===== src/rtl/pwr_mode_pkg.sv =====
// Shared mode codes and gate bundle for the power-mode sequencer.
// Assumes mode codes are fixed because software reads them.
package pwr_mode_pkg;
    localparam int MODE_W = 3;

    typedef enum logic [MODE_W-1:0] {
        M_NORM = 3'd0,
        M_IDLE = 3'd1,
        M_SUSP = 3'd2,
        M_STOP = 3'd3,
        M_SHDN = 3'd4
    } pmode_t;

    typedef struct packed {
        logic core_clk_en;
        logic per_clk_en;
        logic osc_halt;
        logic pwr_off;
    } gate_t;
endpackage


===== src/rtl/pwr_wake_sel.sv =====
// Selects the exit condition that belongs to a given mode.
// Assumes wake and reset-cause inputs are already synchronous to clk.
module pwr_wake_sel
    import pwr_mode_pkg::*;
(
    input  pmode_t mode_i,
    input  logic   irq_pend,
    input  logic   usb_act,
    input  logic   rst_pin_evt,
    input  logic   por_evt,
    input  logic   oth_rst_evt,
    output logic   exit_now,
    output logic   exit_by_rst
);
    // Per-mode exit qualification.
    always_comb begin
        exit_now    = 1'b0;
        exit_by_rst = 1'b0;
        case (mode_i)
            M_IDLE: exit_now = irq_pend;
            M_SUSP: exit_now = usb_act;
            M_STOP: begin
                exit_now    = rst_pin_evt | por_evt | oth_rst_evt;
                exit_by_rst = 1'b1;
            end
            M_SHDN: begin
                exit_now    = rst_pin_evt | por_evt;
                exit_by_rst = 1'b1;
            end
            default: begin
                exit_now    = 1'b0;
                exit_by_rst = 1'b0;
            end
        endcase
    end
endmodule


===== src/rtl/pwr_req_decode.sv =====
// Decodes firmware writes into one requested mode, with priority
// stop > suspend > idle, and cancels it when its wake is already pending.
// Assumes it is only acted on while the current mode is Normal.
module pwr_req_decode
    import pwr_mode_pkg::*;
#(
    parameter int CLK_SEL_W  = 2,
    parameter int HFOSC_CODE = 0
) (
    input  logic                 pcon_wr,
    input  logic                 pcon_idle,
    input  logic                 pcon_stop,
    input  logic                 osc_wr,
    input  logic                 osc_suspend,
    input  logic [CLK_SEL_W-1:0] clk_sel,
    input  logic                 arm_q,
    input  logic                 irq_pend,
    input  logic                 usb_act,
    input  logic                 rst_pin_evt,
    input  logic                 por_evt,
    input  logic                 oth_rst_evt,
    output logic                 enter,
    output pmode_t               target
);
    localparam logic [CLK_SEL_W-1:0] HF_SEL = CLK_SEL_W'(HFOSC_CODE);

    logic   hf_ok;
    logic   want;
    pmode_t want_mode;
    logic   cancel;
    logic   cancel_rst;

    // Clock-source precondition for suspend.
    assign hf_ok = (clk_sel == HF_SEL);

    // Priority selection among simultaneous requests.
    always_comb begin
        want      = 1'b0;
        want_mode = M_NORM;
        if (pcon_wr && pcon_stop) begin
            want      = 1'b1;
            want_mode = arm_q ? M_SHDN : M_STOP;
        end else if (osc_wr && osc_suspend && hf_ok) begin
            want      = 1'b1;
            want_mode = M_SUSP;
        end else if (pcon_wr && pcon_idle) begin
            want      = 1'b1;
            want_mode = M_IDLE;
        end
    end

    // Wake already present for the requested mode cancels entry.
    pwr_wake_sel u_cancel (
        .mode_i      (want_mode),
        .irq_pend    (irq_pend),
        .usb_act     (usb_act),
        .rst_pin_evt (rst_pin_evt),
        .por_evt     (por_evt),
        .oth_rst_evt (oth_rst_evt),
        .exit_now    (cancel),
        .exit_by_rst (cancel_rst)
    );

    // Final entry decision.
    always_comb begin
        enter  = want & ~cancel;
        target = want_mode;
    end

    logic unused_ok;
    assign unused_ok = cancel_rst;
endmodule


===== src/rtl/pwr_mode_fsm.sv =====
// Holds the current mode, the shutdown arm bit and the reset request.
// Assumes entry and exit decisions come from combinational decoders.
module pwr_mode_fsm
    import pwr_mode_pkg::*;
(
    input  logic   clk,
    input  logic   rst_n,
    input  logic   enter,
    input  pmode_t target,
    input  logic   exit_now,
    input  logic   exit_by_rst,
    input  logic   vreg_wr,
    input  logic   vreg_stopcf,
    output pmode_t mode_q,
    output logic   arm_q,
    output logic   rst_req_q
);
    // Mode, arm and reset-request registers.
    always_ff @(posedge clk) begin
        if (!rst_n) begin
            mode_q    <= M_NORM;
            arm_q     <= 1'b0;
            rst_req_q <= 1'b0;
        end else begin
            rst_req_q <= 1'b0;
            if (mode_q == M_NORM) begin
                if (enter) begin
                    mode_q <= target;
                end
                if (vreg_wr) begin
                    arm_q <= vreg_stopcf;
                end
            end else if (exit_now) begin
                mode_q <= M_NORM;
                if (exit_by_rst) begin
                    rst_req_q <= 1'b1;
                    arm_q     <= 1'b0;
                end
            end
        end
    end
endmodule


===== src/rtl/pwr_gate_map.sv =====
// Maps the current mode onto clock gates, oscillator halt and power nets.
// Assumes the 5 V regulator follows its setting in every mode.
module pwr_gate_map
    import pwr_mode_pkg::*;
(
    input  pmode_t mode_q,
    input  logic   vreg5_cfg,
    output gate_t  gates,
    output logic   vreg5_on
);
    // Gate pattern per mode.
    always_comb begin
        case (mode_q)
            M_NORM:  gates = '{core_clk_en: 1'b1, per_clk_en: 1'b1, osc_halt: 1'b0, pwr_off: 1'b0};
            M_IDLE:  gates = '{core_clk_en: 1'b0, per_clk_en: 1'b1, osc_halt: 1'b0, pwr_off: 1'b0};
            M_SUSP:  gates = '{core_clk_en: 1'b0, per_clk_en: 1'b0, osc_halt: 1'b1, pwr_off: 1'b0};
            M_STOP,
            M_SHDN:  gates = '{core_clk_en: 1'b0, per_clk_en: 1'b0, osc_halt: 1'b1, pwr_off: 1'b1};
            default: gates = '{core_clk_en: 1'b1, per_clk_en: 1'b1, osc_halt: 1'b0, pwr_off: 1'b0};
        endcase
    end

    // Regulator enable passthrough.
    assign vreg5_on = vreg5_cfg;
endmodule


===== src/rtl/pwr_mode_seq.sv =====
// Top of the low-power mode sequencer: decodes requests, tracks the mode,
// qualifies exits and drives gating. Assumes all inputs are synchronous.
module pwr_mode_seq
    import pwr_mode_pkg::*;
#(
    parameter int CLK_SEL_W  = 2,
    parameter int HFOSC_CODE = 0
) (
    input  logic                 clk,
    input  logic                 rst_n,
    input  logic                 pcon_wr,
    input  logic                 pcon_idle,
    input  logic                 pcon_stop,
    input  logic                 osc_wr,
    input  logic                 osc_suspend,
    input  logic                 vreg_wr,
    input  logic                 vreg_stopcf,
    input  logic                 vreg5_cfg,
    input  logic [CLK_SEL_W-1:0] clk_sel,
    input  logic                 irq_pend,
    input  logic                 usb_act,
    input  logic                 rst_pin_evt,
    input  logic                 por_evt,
    input  logic                 oth_rst_evt,
    output logic                 core_clk_en,
    output logic                 per_clk_en,
    output logic                 osc_halt,
    output logic                 pwr_net_off,
    output logic                 vreg5_on,
    output logic                 rst_req,
    output logic                 stop_arm,
    output logic [MODE_W-1:0]    mode
);
    pmode_t mode_q;
    pmode_t target;
    logic   enter;
    logic   exit_now;
    logic   exit_by_rst;
    logic   arm_q;
    logic   rst_req_q;
    gate_t  gates;

    pwr_req_decode #(
        .CLK_SEL_W  (CLK_SEL_W),
        .HFOSC_CODE (HFOSC_CODE)
    ) u_dec (
        .pcon_wr     (pcon_wr),
        .pcon_idle   (pcon_idle),
        .pcon_stop   (pcon_stop),
        .osc_wr      (osc_wr),
        .osc_suspend (osc_suspend),
        .clk_sel     (clk_sel),
        .arm_q       (arm_q),
        .irq_pend    (irq_pend),
        .usb_act     (usb_act),
        .rst_pin_evt (rst_pin_evt),
        .por_evt     (por_evt),
        .oth_rst_evt (oth_rst_evt),
        .enter       (enter),
        .target      (target)
    );

    pwr_wake_sel u_wake (
        .mode_i      (mode_q),
        .irq_pend    (irq_pend),
        .usb_act     (usb_act),
        .rst_pin_evt (rst_pin_evt),
        .por_evt     (por_evt),
        .oth_rst_evt (oth_rst_evt),
        .exit_now    (exit_now),
        .exit_by_rst (exit_by_rst)
    );

    pwr_mode_fsm u_fsm (
        .clk         (clk),
        .rst_n       (rst_n),
        .enter       (enter),
        .target      (target),
        .exit_now    (exit_now),
        .exit_by_rst (exit_by_rst),
        .vreg_wr     (vreg_wr),
        .vreg_stopcf (vreg_stopcf),
        .mode_q      (mode_q),
        .arm_q       (arm_q),
        .rst_req_q   (rst_req_q)
    );

    pwr_gate_map u_map (
        .mode_q    (mode_q),
        .vreg5_cfg (vreg5_cfg),
        .gates     (gates),
        .vreg5_on  (vreg5_on)
    );

    // Output assignment.
    assign core_clk_en = gates.core_clk_en;
    assign per_clk_en  = gates.per_clk_en;
    assign osc_halt    = gates.osc_halt;
    assign pwr_net_off = gates.pwr_off;
    assign rst_req     = rst_req_q;
    assign stop_arm    = arm_q;
    assign mode        = mode_q;
endmodule


===== config.mk =====
export PLATFORM = sky130hd
export DESIGN_NAME = pwr_mode_seq
export DESIGN_NICKNAME = d
export VERILOG_FILES = /design/src/rtl/pwr_mode_pkg.sv /design/src/rtl/pwr_wake_sel.sv /design/src/rtl/pwr_req_decode.sv /design/src/rtl/pwr_mode_fsm.sv /design/src/rtl/pwr_gate_map.sv /design/src/rtl/pwr_mode_seq.sv
export SDC_FILE = /design/constraint.sdc
export NUM_CORES = 1
export LEC_CHECK = 0
export ABC_AREA = 1
export BUFFER_PORTS_ARGS = -buffer_cell sky130_fd_sc_hd__buf_2
export CAP_MARGIN = 5
export CORE_AREA = 2 2 39 41
export DETAILED_ROUTE_END_ITERATION = 10
export DIE_AREA = 0 0 41 43
export GPL_TIMING_DRIVEN = 0
export PLACE_DENSITY = 0.78
export SLEW_MARGIN = 30
export SYNTH_ARGS = -nofsm -noshare
export SYNTH_HDL_FRONTEND = slang
export SYNTH_HIERARCHICAL = 1
export SYNTH_SLANG_ARGS = --single-unit

===== constraint.sdc =====
create_clock -name clk -period 1.9 [get_ports clk]
set_input_delay 0.57 -clock clk [delete_from_list [all_inputs] [get_ports clk]]
set_output_delay 0.57 -clock clk [all_outputs]
set_load 0.03 [all_outputs]

Word level (Yosys, flattened, before mapping)
Cells that the tools add are included.

Flip-flop bits (word level): 5. Bits of input ports: 17.

Multiplexer cells: 19. Equality and inequality tests: 10. Reduce and logical (&&, ||, !) cells: 12. Bitwise logic cells: 6.

Operators by type and width (number): two-way mux 3 bit (6); == test 3 x 2 -> 1 bit (second input constant) (4); one-hot mux 4 bit (3 select lines) (1); two-way mux 1 bit (10); one-hot mux 1 bit (4 select lines) (2); == test 3 x 1 -> 1 bit (second input constant) (2); == test 3 bit (second input constant) (2); logical AND 1 bit (4); inequality test 2 bit (second input constant) (2); nonzero test 2 bit (2); zero test 3 bit (1); NOT 1 bit (3); AND reduction 3 bit (1); OR reduction 3 bit (1); zero test 2 bit (1); OR 1 bit (2); AND reduction 2 bit (1); OR reduction 2 bit (1); bitwise AND 1 bit (1).

Longest topological paths before layout
Depth in word-level cells: 10. Gate-level depth with buffers: 16. Gate-level depth less buffers: 16.

Modules after synthesis
Netlist, hierarchy kept.

Modules (own cells, without submodules): pwr_mode_fsm (area an instance 235.2 µm², seq. area each 100.1 µm², cells an instance 33, instances 1); pwr_wake_sel (area an instance 97.6 µm², seq. area each 0.0 µm², cells an instance 23, instances 2); pwr_req_decode (area an instance 63.8 µm², seq. area each 0.0 µm², cells an instance 16, instances 1); pwr_gate_map (area an instance 60.1 µm², seq. area each 0.0 µm², cells an instance 13, instances 1).

Worst setup path before layout
OpenSTA, ideal clock, no wires.

Path kind: reg-to-output. Start: register u_fsm.mode_q[0]. End: output pwr_net_off. Data required time: 1.330 ns. Buffers on the path: 0. Setup slack: -0.192 ns. Cell stages (with the launch flop): 3. Data arrival time: 1.522 ns. Cells stage by stage: dfxtp_1 -> inv_1 -> o21ai_0.

Longest elaborated chain between the ends: 3.

RTL lines: from (decl) (line pwr_mode_fsm.sv:14) `output pmode_t mode_q,`; from (signal assigned) (line pwr_mode_fsm.sv:28) `mode_q <= target;`; == test 3 x 2 -> 1 bit / == test 3 bit (equally long branches) (line pwr_gate_map.sv:13) `case (mode_q)`; OR reduction 2 bit (no line); one-hot mux 4 bit (3 select lines) (*) (line pwr_gate_map.sv:13); to (decl) (line pwr_mode_seq.sv:28) `output logic pwr_net_off,`.

Mark *: on every way between the ends. The rest lies on a longest branch, timed or not.

Final worst setup path
Start: register u_fsm.mode_q[2]. End: output osc_halt.

Longest elaborated chain between the ends: 3.

RTL lines: == test 3 x 2 -> 1 bit / == test 3 bit (equally long branches) (line pwr_gate_map.sv:13); OR reduction 2 bit (no line); one-hot mux 4 bit (3 select lines) (*) (line pwr_gate_map.sv:13); to (decl) (line pwr_mode_seq.sv:27) `output logic osc_halt,`.

Marks and branches as above.

==> flow_summary.ini <==
[worst_setup_path]
crit_path_end_kind = primary output
start_kind = flop
arrival_ns = 1.19
path_class = flop to primary output
worstPathRequired_ns = 1.33
worst-path-max-fanout = 11

[grt]
antenna_found_initial = 0
grt_max_degree = 12
groute.usage.overall_pct = 15.4
grt_first_pass_wirelength_mm = 1.94
overflow = 0
grt_pass1_vias = 566

[route]
drc = 0
drt_pass1_iterations = 4
routed_wl_mm = 1.26
viasPerCell = 4.49
ant_nets = 0
avgRoutedWirePerCell_um = 8.35
route.vias.total = 678
drt-initial-drc-count = 18

[synth]
syn_avg_cell_area_um2 = 5.15
ys_warn_count = 6
syn_nets = 123
netlist_area_um2 = 546
synth_cells = 106

[clocking]
clockBufferDepth = 2
htreeDepth = 1
cts_buffers = 3
cts_root_buf = clkbuf_4
insertion_delay_ns = 0.24
clkTransAtPathRegs_ns = 0.05
cts_tree = yes
clock-sinks = 5

[sta]
layout_min_cycle_time_ns = 1.76
fmax_mhz = 569
final-setup-viol-count = 0
fin_crit_sh_pct = 92.5
finalHoldViolations = 0
worst_pin_slew_ns = 0.274
slew_violations = 0
relSlewSlack_pct = 81.7
fin_skew_ns = 0.00817
holdWs_ns = 0.549
rsz0062_at_grt = no

[worst_hold_path]
hold_path.class = flop to flop

[floorplanning]
die-height_um = 43
top_level_ports = 27
initial_core_util_pct = 39.4
dieArea_um2 = 1760
row_count = 14
core_um2 = 1380
dieWidth_um = 41

[power]
cellLeakagePower_nw = 0.419
switchingPower_uw = 156
ir_worst_vdd_mv = 0.292
swShare_pct = 38.9
cellPowerDensity_nw_per_um2 = 552
p_clk_share_pct = 32.1
p_int_uw = 245
combPwrFrac_pct = 37.2
seqPwrFrac_pct = 30.7

[layout]
stdcell_area_um2 = 727
areaGrowthSynthToFinish_pct = 33.3
layout_common_cells = 32 x nand2_1, 25 x buf_2, 25 x inv_1
final_layout_size_suffix_gt1_share_pct = 34.1
layout_commonest_cell = nand2_1
antenna_cells = 0
layout.nets = 153
final_util_pct = 52.5

[status]
outcome = completed

[place]
place_congestion = 0.788
hpwl_um = 968
port_buffers = 25
placed_cell_area_um2 = 694

[run]
max_cap_viol_count = 0
==> worst max-delay path, stage by stage, from the launching register on <==
cell and delay [ns]:
dfxtp_2 0.45, nand2_1 0.11, o21ai_2 0.17, buf_2 0.22
==> per-stage QoR <==
| step | power, mW | setup TNS [ns] | cells | setup WS, ns |
|---|---|---|---|---|
| after global routing | 0.429 | 0 | 151 | 0.00660 |
| after global placement | 0.267 | -0.225 | 147 | -0.0836 |
| after detailed placement | 0.272 | -0.410 | 147 | -0.143 |
| after floorplan | 0.228 | 0 | 106 | 0.0347 |
| after CTS | 0.399 | 0 | 151 | 0.0781 |
| final | 0.401 | 0 | 151 | 0.142 |
==> registers in the layout, indices dropped and copies added, names as in the netlist <==
signal,count
u_fsm/arm_q,1
u_fsm/mode_q,3
u_fsm/rst_req_q,1
==> final cells by class <==
class	count	area (um2)
plain buffers	1	7.51
clock buffers	4	26.3
fillers	156	657
inverters	29	109
multi-input cells	71	335
flip-flops and latches	5	104
well taps	16	20.0
repair buffers	25	125
==> power by group through the flow <==
stage / registers, mW / logic, mW / clock network [mW]
2_1_floorplan: 0.134 / 0.0939 / 0
3_3_place_gp: 0.124 / 0.143 / 0
3_5_place_dp: 0.125 / 0.147 / 0
4_1_cts: 0.123 / 0.149 / 0.128
5_1_grt: 0.124 / 0.166 / 0.138
6_report: 0.123 / 0.149 / 0.129
==> what timing repair did <==
item	4_1_cts	5_1_grt
resized for setup	1	2
endpoints found under the setup margin	1	4
buffers inserted	0	0
hold buffers	0	0
==> metal layers <==
layer | share of wire, % | track usage (%)
met5 | 0 | 0
met3 | 4.1 | 1.57
met1 | 44 | 15.8
met2 | 51 | 28.1
met4 | 0 | 7.33
==> worst paths after layout <==
path | to | slack, ns | start | cells after the start
worst max-delay path | osc_halt | 0.14 | u_fsm/mode_q[2]$_SDFFE_PN0P_ | 3
worst min-delay path | u_fsm/mode_q[1]$_SDFFE_PN0P_ | 0.55 | u_fsm/mode_q[1]$_SDFFE_PN0P_ | 2
worst max register to register | u_fsm/mode_q[1]$_SDFFE_PN0P_ | 0.31 | u_fsm/arm_q$_SDFFE_PN0P_ | 12
worst min register to register | u_fsm/mode_q[1]$_SDFFE_PN0P_ | 0.55 | u_fsm/mode_q[1]$_SDFFE_PN0P_ | 2
Note: power is estimated with default switching activity, not from simulation.
